File: config.mk
export PLATFORM = sky130hd
export DESIGN_NAME = ldag_top
export DESIGN_NICKNAME = d
export VERILOG_FILES = /design/src/rtl/ldag_pkg.sv /design/src/rtl/ldag_agen.sv /design/src/rtl/ldag_seq.sv /design/src/rtl/ldag_top.sv
export SDC_FILE = /design/constraint.sdc
export NUM_CORES = 1
export LEC_CHECK = 0
export BUFFER_PORTS_ARGS = -buffer_cell sky130_fd_sc_hd__clkbuf_2
export CORE_ASPECT_RATIO = 0.75
export CORE_MARGIN = 5
export CORE_UTILIZATION = 40
export CTS_BUF_LIST = sky130_fd_sc_hd__clkbuf_8
export DETAILED_ROUTE_END_ITERATION = 10
export PLACE_DENSITY = 0.77
export SYNTH_ARGS = -nofsm -noshare
export SYNTH_HDL_FRONTEND = slang
export SYNTH_SLANG_ARGS = --single-unit
export TNS_END_PERCENT = 5
File: constraint.sdc
create_clock -name clk -period 5.5 [get_ports clk]
set_clock_uncertainty 0.2 [all_clocks]
set_input_delay 0.55 -clock clk [delete_from_list [all_inputs] [get_ports clk]]
set_output_delay 0.55 -clock clk [all_outputs]
set_load 0.02 [all_outputs]
File: src/rtl/ldag_pkg.sv
package ldag_pkg;
  typedef enum logic [2:0] {
    M_ABS  = 3'd0,
    M_REG  = 3'd1,
    M_DISP = 3'd2,
    M_IDX  = 3'd3,
    M_MIND = 3'd4,
    M_AINC = 3'd5,
    M_ADEC = 3'd6,
    M_RSVD = 3'd7
  } mode_e;

  typedef enum logic [1:0] {
    S_IDLE   = 2'd0,
    S_FIRST  = 2'd1,
    S_SECOND = 2'd2
  } seq_e;
endpackage

File: src/rtl/ldag_agen.sv
module ldag_agen
  import ldag_pkg::*;
#(
  parameter int AW   = 32,
  parameter int STEP = 4
) (
  input  mode_e           mode,
  input  logic [AW-1:0]   base_val,
  input  logic [AW-1:0]   index_val,
  input  logic [AW-1:0]   imm,
  output logic [AW-1:0]   ea,
  output logic [AW-1:0]   wb_val,
  output logic            is_auto
);
  localparam logic [AW-1:0] STEP_V = AW'(STEP);

  function automatic logic [AW-1:0] f_ea(mode_e m, logic [AW-1:0] b,
                                         logic [AW-1:0] x, logic [AW-1:0] i);
    logic [AW-1:0] r;
    case (m)
      M_REG, M_MIND, M_AINC, M_ADEC: r = b;
      M_DISP:                        r = b + i;
      M_IDX:                         r = b + x;
      default:                       r = i;
    endcase
    return r;
  endfunction

  function automatic logic [AW-1:0] f_step(mode_e m, logic [AW-1:0] b);
    return (m == M_ADEC) ? (b - STEP_V) : (b + STEP_V);
  endfunction

  assign ea      = f_ea(mode, base_val, index_val, imm);
  assign wb_val  = f_step(mode, base_val);
  assign is_auto = (mode == M_AINC) || (mode == M_ADEC);
endmodule

File: src/rtl/ldag_seq.sv
module ldag_seq
  import ldag_pkg::*;
#(
  parameter int RW = 5
) (
  input  logic          clk,
  input  logic          rst_n,
  input  logic          accept,
  input  logic          accept_indirect,
  input  logic [RW-1:0] accept_dst,
  output logic          idle,
  output logic          issue2,
  output logic          done,
  output logic [RW-1:0] dst_q
);
  seq_e st;
  logic ind_q;

  always_ff @(posedge clk) begin
    if (!rst_n) begin
      st    <= S_IDLE;
      ind_q <= 1'b0;
      dst_q <= '0;
    end else begin
      case (st)
        S_IDLE: if (accept) begin
          st    <= S_FIRST;
          ind_q <= accept_indirect;
          dst_q <= accept_dst;
        end
        S_FIRST: st <= ind_q ? S_SECOND : S_IDLE;
        default: st <= S_IDLE;
      endcase
    end
  end

  assign idle   = (st == S_IDLE);
  assign issue2 = (st == S_FIRST) && ind_q;
  assign done   = ((st == S_FIRST) && !ind_q) || (st == S_SECOND);

  // the pointer read is always followed by the final result
  p_second_then_done_r6: assert property (@(posedge clk) disable iff (!rst_n)
    issue2 |=> done);
  // the unit is idle again right after a result
  p_done_then_idle_r11: assert property (@(posedge clk) disable iff (!rst_n)
    done |=> idle);
endmodule

File: src/rtl/ldag_top.sv
module ldag_top
  import ldag_pkg::*;
#(
  parameter int AW    = 32,
  parameter int NREG  = 32,
  parameter int STEP  = AW / 8,
  localparam int RW   = $clog2(NREG)
) (
  input  logic          clk,
  input  logic          rst_n,
  input  logic          req_valid,
  output logic          req_ready,
  input  logic [2:0]    req_mode,
  input  logic [RW-1:0] req_base,
  input  logic [RW-1:0] req_index,
  input  logic [RW-1:0] req_dst,
  input  logic [AW-1:0] req_imm,
  output logic [RW-1:0] rf_ra_addr,
  input  logic [AW-1:0] rf_ra_data,
  output logic [RW-1:0] rf_rb_addr,
  input  logic [AW-1:0] rf_rb_data,
  output logic          rf_we,
  output logic [RW-1:0] rf_waddr,
  output logic [AW-1:0] rf_wdata,
  output logic          mem_req,
  output logic [AW-1:0] mem_addr,
  input  logic [AW-1:0] mem_rdata,
  output logic          rsp_valid,
  output logic [AW-1:0] rsp_data
);
  localparam logic [AW-1:0] STEP_V = AW'(STEP);

  mode_e         req_m;
  logic [AW-1:0] ea, wb_val;
  logic          is_auto, accept, wb_fire, idle, issue2, done;
  logic [RW-1:0] dst_q;

  assign req_m      = mode_e'(req_mode);
  assign rf_ra_addr = req_base;
  assign rf_rb_addr = req_index;

  ldag_agen #(.AW(AW), .STEP(STEP)) u_agen (
    .mode(req_m), .base_val(rf_ra_data), .index_val(rf_rb_data), .imm(req_imm),
    .ea(ea), .wb_val(wb_val), .is_auto(is_auto)
  );

  ldag_seq #(.RW(RW)) u_seq (
    .clk(clk), .rst_n(rst_n), .accept(accept),
    .accept_indirect(req_m == M_MIND), .accept_dst(req_dst),
    .idle(idle), .issue2(issue2), .done(done), .dst_q(dst_q)
  );

  assign req_ready = idle;
  assign accept    = req_valid && idle;
  // stepped base write is dropped when the loaded word targets the same register
  assign wb_fire   = accept && is_auto && (req_base != req_dst);

  assign mem_req   = accept || issue2;
  assign mem_addr  = issue2 ? mem_rdata : ea;

  assign rsp_valid = done;
  assign rsp_data  = mem_rdata;

  assign rf_we     = wb_fire || done;
  assign rf_waddr  = done ? dst_q : req_base;
  assign rf_wdata  = done ? mem_rdata : wb_val;


  p_accept_drops_ready_r11: assert property (@(posedge clk) disable iff (!rst_n)
    accept |=> !req_ready);

  p_single_read_latency_r10: assert property (@(posedge clk) disable iff (!rst_n)
    (accept && req_m != M_MIND) |=> (rsp_valid && rf_we && rf_waddr == $past(req_dst)));

  p_indirect_second_read_r6: assert property (@(posedge clk) disable iff (!rst_n)
    (accept && req_m == M_MIND) |=> (mem_req && !rsp_valid && !req_ready));

  p_indirect_latency_r6: assert property (@(posedge clk) disable iff (!rst_n)
    (accept && req_m == M_MIND) |-> ##2 rsp_valid);

  p_absolute_addr_r2: assert property (@(posedge clk) disable iff (!rst_n)
    (accept && (req_m == M_ABS || req_m == M_RSVD)) |-> (mem_req && mem_addr == req_imm));

  p_auto_inc_wb_r7: assert property (@(posedge clk) disable iff (!rst_n)
    (accept && req_m == M_AINC && req_base != req_dst) |->
      (rf_we && rf_waddr == req_base && rf_wdata == rf_ra_data + STEP_V));

  p_auto_dec_wb_r8: assert property (@(posedge clk) disable iff (!rst_n)
    (accept && req_m == M_ADEC && req_base != req_dst) |->
      (rf_we && rf_waddr == req_base && rf_wdata == rf_ra_data - STEP_V));

  p_same_reg_no_step_r9: assert property (@(posedge clk) disable iff (!rst_n)
    (accept && (req_m == M_AINC || req_m == M_ADEC) && req_base == req_dst) |-> !rf_we);

  p_rsp_writes_word_r10: assert property (@(posedge clk) disable iff (!rst_n)
    rsp_valid |-> (rf_we && rf_wdata == rsp_data));
endmodule

## Word level (Yosys, flattened, before mapping)

Cells that the tools add are included.

| operators by class | value |
|---|---|
| multiplexer cells | 8 |
| eq/ne operators | 10 |
| reductions and logical operators | 13 |
| add/sub/neg operators | 4 |

Operators with widths:

| kind | count |
|---|---|
| two-way mux 32 bit | 3 |
| one-hot mux 32 bit (3 select lines) | 1 |
| adder 32 bit | 2 |
| adder 32 x 3 -> 32 bit (second input constant) | 1 |
| subtractor 32 x 3 -> 32 bit (second input constant) | 1 |
| equality test 3 bit (second input constant) | 3 |
| equality test 3 x 2 -> 1 bit (second input constant) | 2 |
| logical AND 1 bit | 5 |
| two-way mux 5 bit | 1 |
| != test 5 bit | 1 |
| logical OR 1 bit | 4 |
| two-way mux 2 bit | 2 |
| one-hot mux 2 bit (2 select lines) | 1 |
| OR reduction 4 bit | 1 |
| equality test 3 x 1 -> 1 bit (second input constant) | 1 |
| equality test 2 x 1 -> 1 bit (second input constant) | 1 |
| equality test 2 bit (second input constant) | 1 |
| logical NOT 2 bit | 1 |
| != test 2 bit (second input constant) | 1 |
| AND reduction 2 bit | 1 |
| logical NOT 1 bit | 1 |

| word-level totals | value |
|---|---|
| output and inout port bits | 115 |
| register bits after elaboration | 8 |

## Depth between registers and ports, before layout

Gate-level depths: netlist (run 1).

| depth | value |
|---|---|
| depth in word-level cells | 5 |
| mapped depth | 15 |

## Cells and area by module

Synthesis (run 1) repeated with hierarchy kept, for this count alone.

| second synthesis, totals | value |
|---|---|
| cells, all modules | 800 |
| area, all modules | 6117.1 µm² |

Modules (own cells, without submodules):

| module | instances | cells each | seq. area each (µm²) | area an instance (µm²) |
|---|---|---|---|---|
| ldag_agen | 1 | 634 | 0.0 | 4494.3 |
| ldag_top | 1 | 130 | 0.0 | 1288.7 |
| ldag_seq | 1 | 36 | 160.2 | 334.1 |

## Worst setup path before layout (run 1)

No wires, ideal clock.

| timing | value |
|---|---|
| path type | input to output |
| from | input port req_mode[1] |
| to | output port mem_addr[22] |
| data required time | 4750 ps |
| arrival time | 3908 ps |
| path buffers | 2 |
| path slack | 842 ps |
| cell stages on the path | 15 |
| cells stage by stage | nor2b_1 -> clkbuf_1 -> nand2_1 -> buf_1 -> mux2_2 -> ha_1 -> fa_1 -> nand3_1 -> nand2_1 -> a2111oi_4 -> o31ai_1 -> a21oi_2 -> mux2i_1 -> nor2_1 -> a21oi_1 |

| on the way | value |
|---|---|
| longest elaborated chain between the ends | 4 |
| elaborated cells between the ends (all ways) | 9 |
| classes of those cells | eq/ne (6); mux (2); reduce/logical (1) |

RTL lines:

| what | RTL line | RTL |
|---|---|---|
| start, declared | ldag_top.sv:13 | `input logic [2:0] req_mode,` |
| equality test 3 x 1 -> 1 bit or equality test 3 bit (tied branches) | ldag_agen.sv:20 | `case (m)` |
| OR reduction 4 bit | ldag_agen.sv:20 |  |
| one-hot mux 32 bit (3 select lines) * | ldag_agen.sv:20 |  |
| two-way mux 32 bit * | ldag_top.sv:59 | `assign mem_addr = issue2 ? mem_rdata : ea;` |
| end, declared | ldag_top.sv:26 | `output logic [AW-1:0] mem_addr,` |

Every way passes the cells marked *; elsewhere a longest branch is shown, timed or not.

## Worst setup path after layout (run 1)

| timing | value |
|---|---|
| from | input port req_mode[1] |
| to | output port mem_addr[25] |

The elaborated chain is that of the path after synthesis.

==> results of run 1 <==
## critical path: stages
cell	delay, ns
clkbuf_2	0.14
nor2b_2	0.18
nand2_1	0.51
buf_4	0.27
mux2_2	0.36
ha_1	0.35
a21o_1	0.20
a21o_1	0.17
a21o_1	0.19
o2bb2ai_1	0.13
a31oi_1	0.59
o21ai_0	0.24
xnor2_1	0.17
o21ai_0	0.16
clkbuf_2	0.21
## cell usage after synthesis, types with 3 or more instances
cell type	number
a211oi_1	6
o211ai_1	9
a21o_1	22
nand4_1	15
inv_1	16
o21ai_0	55
a22oi_1	4
a21oi_1	85
or4_1	4
o22ai_1	6
a31oi_1	15
a221oi_1	17
dfxtp_1	8
a211o_1	4
o31ai_1	4
buf_4	42
o21a_1	10
mux2_2	31
and2_1	4
or3_1	8
nor2b_1	6
nand2_1	131
and3_1	14
nand2b_1	7
clkbuf_1	34
nor2_1	62
mux2i_1	5
nor3_1	11
a21boi_0	7
o21ai_1	8
buf_1	5
ha_1	66
nand3_1	24
xor2_1	23
or2_2	3
xnor2_1	27
## path summary, 6_finish.rpt
kind                                                  start                           to  cells past startpoint
worst max-delay path                            req_mode[1]                 mem_addr[25]                     15
worst min-delay path            u_seq.dst_q[2]$_SDFFE_PN0P_  u_seq.dst_q[2]$_SDFFE_PN0P_                      2
worst min register to register  u_seq.dst_q[2]$_SDFFE_PN0P_  u_seq.dst_q[2]$_SDFFE_PN0P_                      2
worst max register to register     u_seq.st[1]$_SDFFE_PN0P_     u_seq.ind_q$_SDFFE_PN0P_                      5
## area by class of cell
cell class                 instances  area [um2]  share of cell area
clock buffer                       3        41.3             0.00613
inverter                          16        60.1             0.00891
multi-input combinational        734        4920               0.730
sequential                         8         160              0.0238
tap                              175         219              0.0325
timing repair buffer             263        1340               0.199
## per-stage QoR
stage          hold slack, ns  cells  worst slack, ns  cell area, um2  utilization
3_3_place_gp            0.252   1196            0.505            6700        0.489
6_report                0.263   1199            0.310            6740        0.492
4_1_cts                 0.268   1199            0.399            6740        0.492
5_1_grt                 0.283   1199            0.179            6740        0.492
2_1_floorplan           0.244    839            0.842            5590            -
3_5_place_dp            0.263   1196            0.401            6700        0.489
## power groups by stage
| stage | Combinational, mW | Sequential [mW] | Clock [mW] |
|---|---|---|---|
| global route | 0.925 | 0.0630 | 0.0728 |
| CTS | 0.844 | 0.0626 | 0.0694 |
| floorplan | 0.586 | 0.0631 | 0 |
| global placement | 0.836 | 0.0634 | 0 |
| detailed placement | 0.839 | 0.0635 | 0 |
| finish | 0.851 | 0.0626 | 0.0690 |
## cell families (layout without fill, tap and decap cells)
group / count (synthesis) / count (layout) / synth area share
simple gates: 301 / 301 / 0.250
compound gates: 279 / 279 / 0.323
buf+inv: 97 / 282 / 0.0934
fa+ha+maj: 68 / 68 / 0.155
xor+xnor: 50 / 50 / 0.0784
mux: 36 / 36 / 0.0714
flops: 8 / 8 / 0.0287
## routing by layer
metal  GRT usage  part of all wire  up-vias
met2       0.395              0.44      335
li1            -                 -     3434
met4      0.0464             0.017        0
met3      0.0258             0.076       36
met1       0.352              0.47     3148
met5           0                 0        -
## flip-flops by register name, summed over array words and instances, names as in the netlist
name,cells
u_seq.dst_q,5
u_seq.st,2
u_seq.ind_q,1
==> reports/metrics.yaml, run 1 <==
grt:
  antenna_found_initial: 0
  grt_pass1_vias: 6465
  grt_overflow: 0
  grt_usage: 0.244
  grt_max_degree: 72
  grt_first_pass_wirelength_mm: 33.7
detailed_routing:
  remaining_drc_errors: 0
  firstDrtPassIters: 5
  wire_per_inst_um: 17.8
  wirelength_mm: 21.4
  vias_per_cell: 5.80
  vias: 6953
  drt-initial-drc-count: 531
  ant_nets: 0
power:
  vdd_drop_max_v: 0.0000627
  clkPwrFrac: 0.070
  switching_power_uw: 554
  swShare: 0.563
  p_seq_frac: 0.064
  powerDensity_nw_per_um2: 146
  power.leakage_nw: 3.36
  pwr-share-comb: 0.866
  intPower_uw: 429
  total_power_uw: 983
floorplanning:
  die_w_um: 146
  die_h_um: 112
  rows: 37
  dieArea_um2: 16500
  start_util: 0.408
  coreArea_um2: 13700
  io_pins: 264
clocking:
  cts-resized-gates: 0
  post-cts-setup-buffers: 0
  cts_tree: "built"
  ctsHoldBuffers: 0
  clkSlewWorstSetupHoldPaths_ns: 0.04
  cts_root_buf: "clkbuf_8"
  cts_buffers: 3
  clockBufferDepth: 2
  clk_latency_ns: 0.23
  ctsHtreeMaxLevel: 1
  clock-sinks: 8
yosys:
  post_synth.cell_area_avg_um2: 6.66
  yosysWarnings: 0
  synth_top_area_cell: "ha_1"
  async_reset_ff_frac: 0
  synth_cells: 839
  ys_types: 66
  synth_area_leaders: "ha_1 15%, nand2_1 8.8%, a21oi_1 7.6%"
  synth_ff_type: "dfxtp_1"
  ys_ff_latch: 8
  synth_top_area_frac: 0.148
  synth_area_um2: 5590
  syn-num-nets: 1056
  synth_edf_count: 0
  ys_seq_area_frac: 0.0287
final_layout:
  fillerInstances: 1432
  drive_gt1_frac: 0.313
  final_common_cell: "clkbuf_2"
  syn2layout_area_growth_pct: 20.6
  antennaDiodeCount: 0
  layout.nets: 1243
  layout_common_cells: "253 x clkbuf_2, 131 x nand2_1, 85 x a21oi_1"
worst_hold_path:
  hold_class: "reg2reg"
placed_design:
  gp_congestion: 0.986
  io_buffers: 253
  dp_hpwl_mm: 17.4
worst_setup_path:
  worstSetupEndpointType: "output pin"
  r2r_setup_slack_ns: 4.11
  critPathMaxFanout: 13
  cp.required_ns: 4.75
  path_class: "in2out"
  worstPathArrival_ns: 4.44
  worst_setup_path_start_kind: "primary input"
timing:
  slew_viol_final: 0
  finalHoldViolations: 0
  finalSetupViolCount: 0
  final.min_clock_period_ns: 5.19
  relSlewSlack: 0.246
  finalCritPeriodShare: 0.944
  worstMarginPinSlew_ns: 1.13
  rsz0062_at_grt: "false"
  fmax_mhz: 193
  setup_tns_ns: 0
status:
  status: "finished, final reports clean"
flow_run:
  max_cap_violations: 0
(Power assumes the default switching activity.)
==> inputs of run 2 (changes only) <==
--- a/config.mk
+++ b/config.mk
@@ -5,13 +5,14 @@
 export SDC_FILE = /design/constraint.sdc
 export NUM_CORES = 1
 export LEC_CHECK = 0
+export ABC_AREA = 1
 export BUFFER_PORTS_ARGS = -buffer_cell sky130_fd_sc_hd__clkbuf_2
 export CORE_ASPECT_RATIO = 0.75
 export CORE_MARGIN = 5
 export CORE_UTILIZATION = 40
 export CTS_BUF_LIST = sky130_fd_sc_hd__clkbuf_8
 export DETAILED_ROUTE_END_ITERATION = 10
-export PLACE_DENSITY = 0.77
+export PLACE_DENSITY = 0.75
 export SYNTH_ARGS = -nofsm -noshare
 export SYNTH_HDL_FRONTEND = slang
 export SYNTH_SLANG_ARGS = --single-unit
==> run 2 against run 1 <==
  * Sequential cell count did not move
  * Via count rose by 29%
  * Synthesized cell count rose by 55%
  * Maximum frequency rose by 18%
  * Sequential power rose by 2%
  * Total power rose by 6.8%
  * Non-clock buffer count fell by 5
  * Routed wire length rose by 37%
  * Critical path depth rose by 2
==> reports/metrics.yaml, run 2 <==
status:
  status: "finished, final reports clean"
grt:
  grt_pass1_vias: 8350  # +29%
  antenna_found_initial: 0  # unchanged
  grt_overflow: 0  # unchanged
  grt_first_pass_wirelength_mm: 44.7  # +33%
  grt_usage: 0.284  # +0.0407
  grt_max_degree: 60  # -17%
yosys:
  synth_edf_count: 0  # unchanged
  async_reset_ff_frac: 0  # unchanged
  synth_commonest_cells: "443 x nand2_1, 175 x inv_1, 125 x nor2_1"
  synth_area_um2: 6730  # +20%
  ys_types: 38  # -42%
  synth_top_area_cell: "nand2_1"
  ys_ff_latch: 8  # unchanged
  synth_cells: 1298  # +55%
  synth.most_common_cell: "nand2_1"
  post_synth.cell_area_avg_um2: 5.19  # -22%
  ys_seq_area_frac: 0.0238  # -0.00486
  syn-num-nets: 1515  # +43%
  synth_area_leaders: "nand2_1 25%, ha_1 12%, inv_1 9.8%"
  synth_top_area_frac: 0.247  # +0.0993
  synth_ff_type: "dfxtp_1"
  yosysWarnings: 0  # unchanged
placed_design:
  dp_hpwl_mm: 24.9  # +43%
  placedCellCount: 1701  # +42%
  io_buffers: 253  # unchanged
  gp_congestion: 0.991  # +0.54%
  place_area_um2: 7850  # +17%
timing:
  worstMarginPinSlew_ns: 1.10  # -0.0329 ns
  setup_tns_ns: 0  # unchanged
  slew_viol_final: 0  # unchanged
  rsz0062_at_grt: "false"
  fmax_mhz: 228  # +18%
  final.min_clock_period_ns: 4.39  # -0.802 ns
  finalCritPeriodShare: 0.798  # -0.146
  finalHoldViolations: 0  # unchanged
  finalSetupViolCount: 0  # unchanged
  relSlewSlack: 0.268  # +0.0222
worst_setup_path:
  worstSetupEndpointType: "output pin"
  cp-endpoint: "mem_addr[20]"
  r2r_setup_slack_ns: 4.11  # about the same
  critPathMaxFanout: 36  # +23
  cp.required_ns: 4.75  # about the same
  crit_start: "req_mode[0]"
  r2r_start: "u_seq.st[1]$_SDFFE_PN0P_"
  cpPeakStageDelay_ns: 0.43  # -0.16 ns
  r2r-end: "u_seq.st[1]$_SDFFE_PN0P_"
  slowest_stage: "fa_1"
  reg2reg_depth: 4  # -1
  worstPathArrival_ns: 3.64  # -0.80 ns
  crit_top_cell: "nand3_1"
  path_cells: "clkbuf_2 > nand2_1 > inv_2 > nand2_4 > mux2_2 > ha_1 > fa_1 > nand3_1 > nand3_1 > nand3_1 > nand3_1 > nand3_1 > nand2_1 > nand2_1 > nand3_1 > a21oi_1 > clkbuf_2"
  worst_setup_path_start_kind: "primary input"
  path_class: "in2out"
power:
  switching_power_uw: 630  # +14%
  swShare: 0.601  # +0.0373
  pwr-share-comb: 0.873  # +0.007
  powerDensity_nw_per_um2: 133  # -8.8%
  intPower_uw: 419  # -2.4%
  vdd_drop_max_v: 0.0000623  # -0.70%
  clkPwrFrac: 0.066  # -0.004
  p_seq_frac: 0.061  # -0.003
  power.leakage_nw: 4.86  # +45%
final_layout:
  final_common_cell: "nand2_1"
  largest_reg_flops: 5  # unchanged
  layout_common_cells: "443 x nand2_1, 253 x clkbuf_2, 175 x inv_1"
  largest-register: "u_seq.dst_q"
  top_regs: "u_seq.dst_q x5, u_seq.st x2, u_seq.ind_q x1"
  syn2layout_area_growth_pct: 17.2
  final_cells: 1704  # +42%
  fillerInstances: 1887  # +32%
  layout.nets: 1708  # +37%
  antennaDiodeCount: 0  # unchanged
  final_cell_area_um2: 7890  # +17%
  drive_gt1_frac: 0.217  # -0.0956
detailed_routing:
  vias: 8971  # +29%
  vias_per_cell: 5.26  # -9.2%
  drt-initial-drc-count: 865  # +63%
  remaining_drc_errors: 0  # unchanged
  ant_nets: 0  # unchanged
  wirelength_mm: 29.2  # +37%
  firstDrtPassIters: 5  # unchanged
  wire_per_inst_um: 17.1  # -3.9%
floorplanning:
  dieArea_um2: 19500  # +19%
  io_pins: 264  # unchanged
  start_util: 0.404  # -0.00419
  die_h_um: 122  # +8.9%
  coreArea_um2: 16700  # +22%
  die_w_um: 160  # +9.1%
  rows: 41  # +11%
clocking:
  ctsHoldBuffers: 0  # unchanged
  cts_root_buf: "clkbuf_8"
  ctsHtreeMaxLevel: 1  # unchanged
  post-cts-setup-buffers: 0  # unchanged
  clk_latency_ns: 0.22  # about the same
  clock-sinks: 8  # unchanged
  cts_tree: "built"
  cts-resized-gates: 0  # unchanged
  clkSlewWorstSetupHoldPaths_ns: 0.04  # about the same
  cts_buffers: 3  # unchanged
  clockBufferDepth: 2  # unchanged
flow_run:
  max_cap_violations: 0  # unchanged
worst_hold_path:
  hold_class: "reg2reg"
-- run 2: changes by cell type in the layout (fill, tap and decap cells not counted), sizes merged, moves of 10 or more --
| cell | change |
|---|---|
| a21o | -19 |
| a21oi | +23 |
| a221oi | -15 |
| a31oi | -14 |
| and3 | -14 |
| inv | +164 |
| nand2 | +321 |
| nand3 | +91 |
| nor2 | +63 |
| o211ai | -10 |
| o21ai | -13 |
| xnor2 | -18 |
| xor2 | -14 |
-- run 2: worst max-delay path: cells and delay by family --
kind	cells	cell delay, ns
compound gates	1	0.17
fa+ha+maj	2	0.65
buf+inv	3	0.37
mux	1	0.40
simple gates	10	1.48
-- run 2: per-layer routing --
metal	up-vias	GRT usage	wire, um
met3	34	0.0373	2570
met4	0	0.0634	621
met1	3966	0.381	13000
met5	-	0	0
met2	454	0.493	13000
li1	4517	-	-
-- run 2: power by group through the flow --
stage	Sequential (mW)	Clock, mW	Combinational [mW]
floorplan	0.0643	0	0.626
global placement	0.0646	0	0.903
detailed placement	0.0648	0	0.906
CTS	0.0638	0.0699	0.911
global route	0.0641	0.0711	1.02
finish	0.0639	0.0691	0.917
-- run 2: metrics by stage --
stage	total power [mW]	hold slack, ns	setup WS, ns	utilization
after floorplan	0.690	0.255	1.52	-
after detailed placement	0.971	0.280	1.16	0.471
after global routing	1.15	0.306	0.887	0.473
after CTS	1.04	0.288	1.15	0.473
after global placement	0.968	0.268	1.21	0.471
final	1.05	0.284	1.11	0.473
-- run 2: cell families after synthesis --
group | share of synthesized area
flip-flops | 0.0238
AND/OR/NAND/NOR | 0.458
XOR/XNOR | 0.0234
AO/OA/AOI/OAI | 0.148
buffers and inverters | 0.170
multiplexers | 0.0485
adder cells (fa/ha/maj) | 0.129
-- run 2: area by class of cell --
class,instances,area (um2),share of cell area
Sequential cell,8,160,0.0203
Multi-Input combinational cell,1040,5440,0.690
Tap cell,215,269,0.0341
Timing Repair Buffer,258,1300,0.165
Clock buffer,3,41.3,0.00523
Inverter,180,676,0.0856
-- run 2: how the worst min path moves through the flow --
| stage | start | end | slack (ns) | depth (start not counted) |
|---|---|---|---|---|
| final | u_seq.dst_q[3]$_SDFFE_PN0P_ | u_seq.dst_q[3]$_SDFFE_PN0P_ | 0.28 | 2 |
| after global routing | u_seq.dst_q[0]$_SDFFE_PN0P_ | u_seq.dst_q[0]$_SDFFE_PN0P_ | 0.31 | 2 |
| after CTS | u_seq.dst_q[3]$_SDFFE_PN0P_ | u_seq.dst_q[3]$_SDFFE_PN0P_ | 0.29 | 2 |
| after detailed placement | u_seq.dst_q[3]$_SDFFE_PN0P_ | u_seq.dst_q[3]$_SDFFE_PN0P_ | 0.28 | 2 |
| after global placement | u_seq.dst_q[0]$_SDFFE_PN0P_ | u_seq.dst_q[0]$_SDFFE_PN0P_ | 0.27 | 2 |
| after floorplan | u_seq.dst_q[0]$_SDFFE_PN0P_ | u_seq.dst_q[0]$_SDFFE_PN0P_ | 0.26 | 2 |
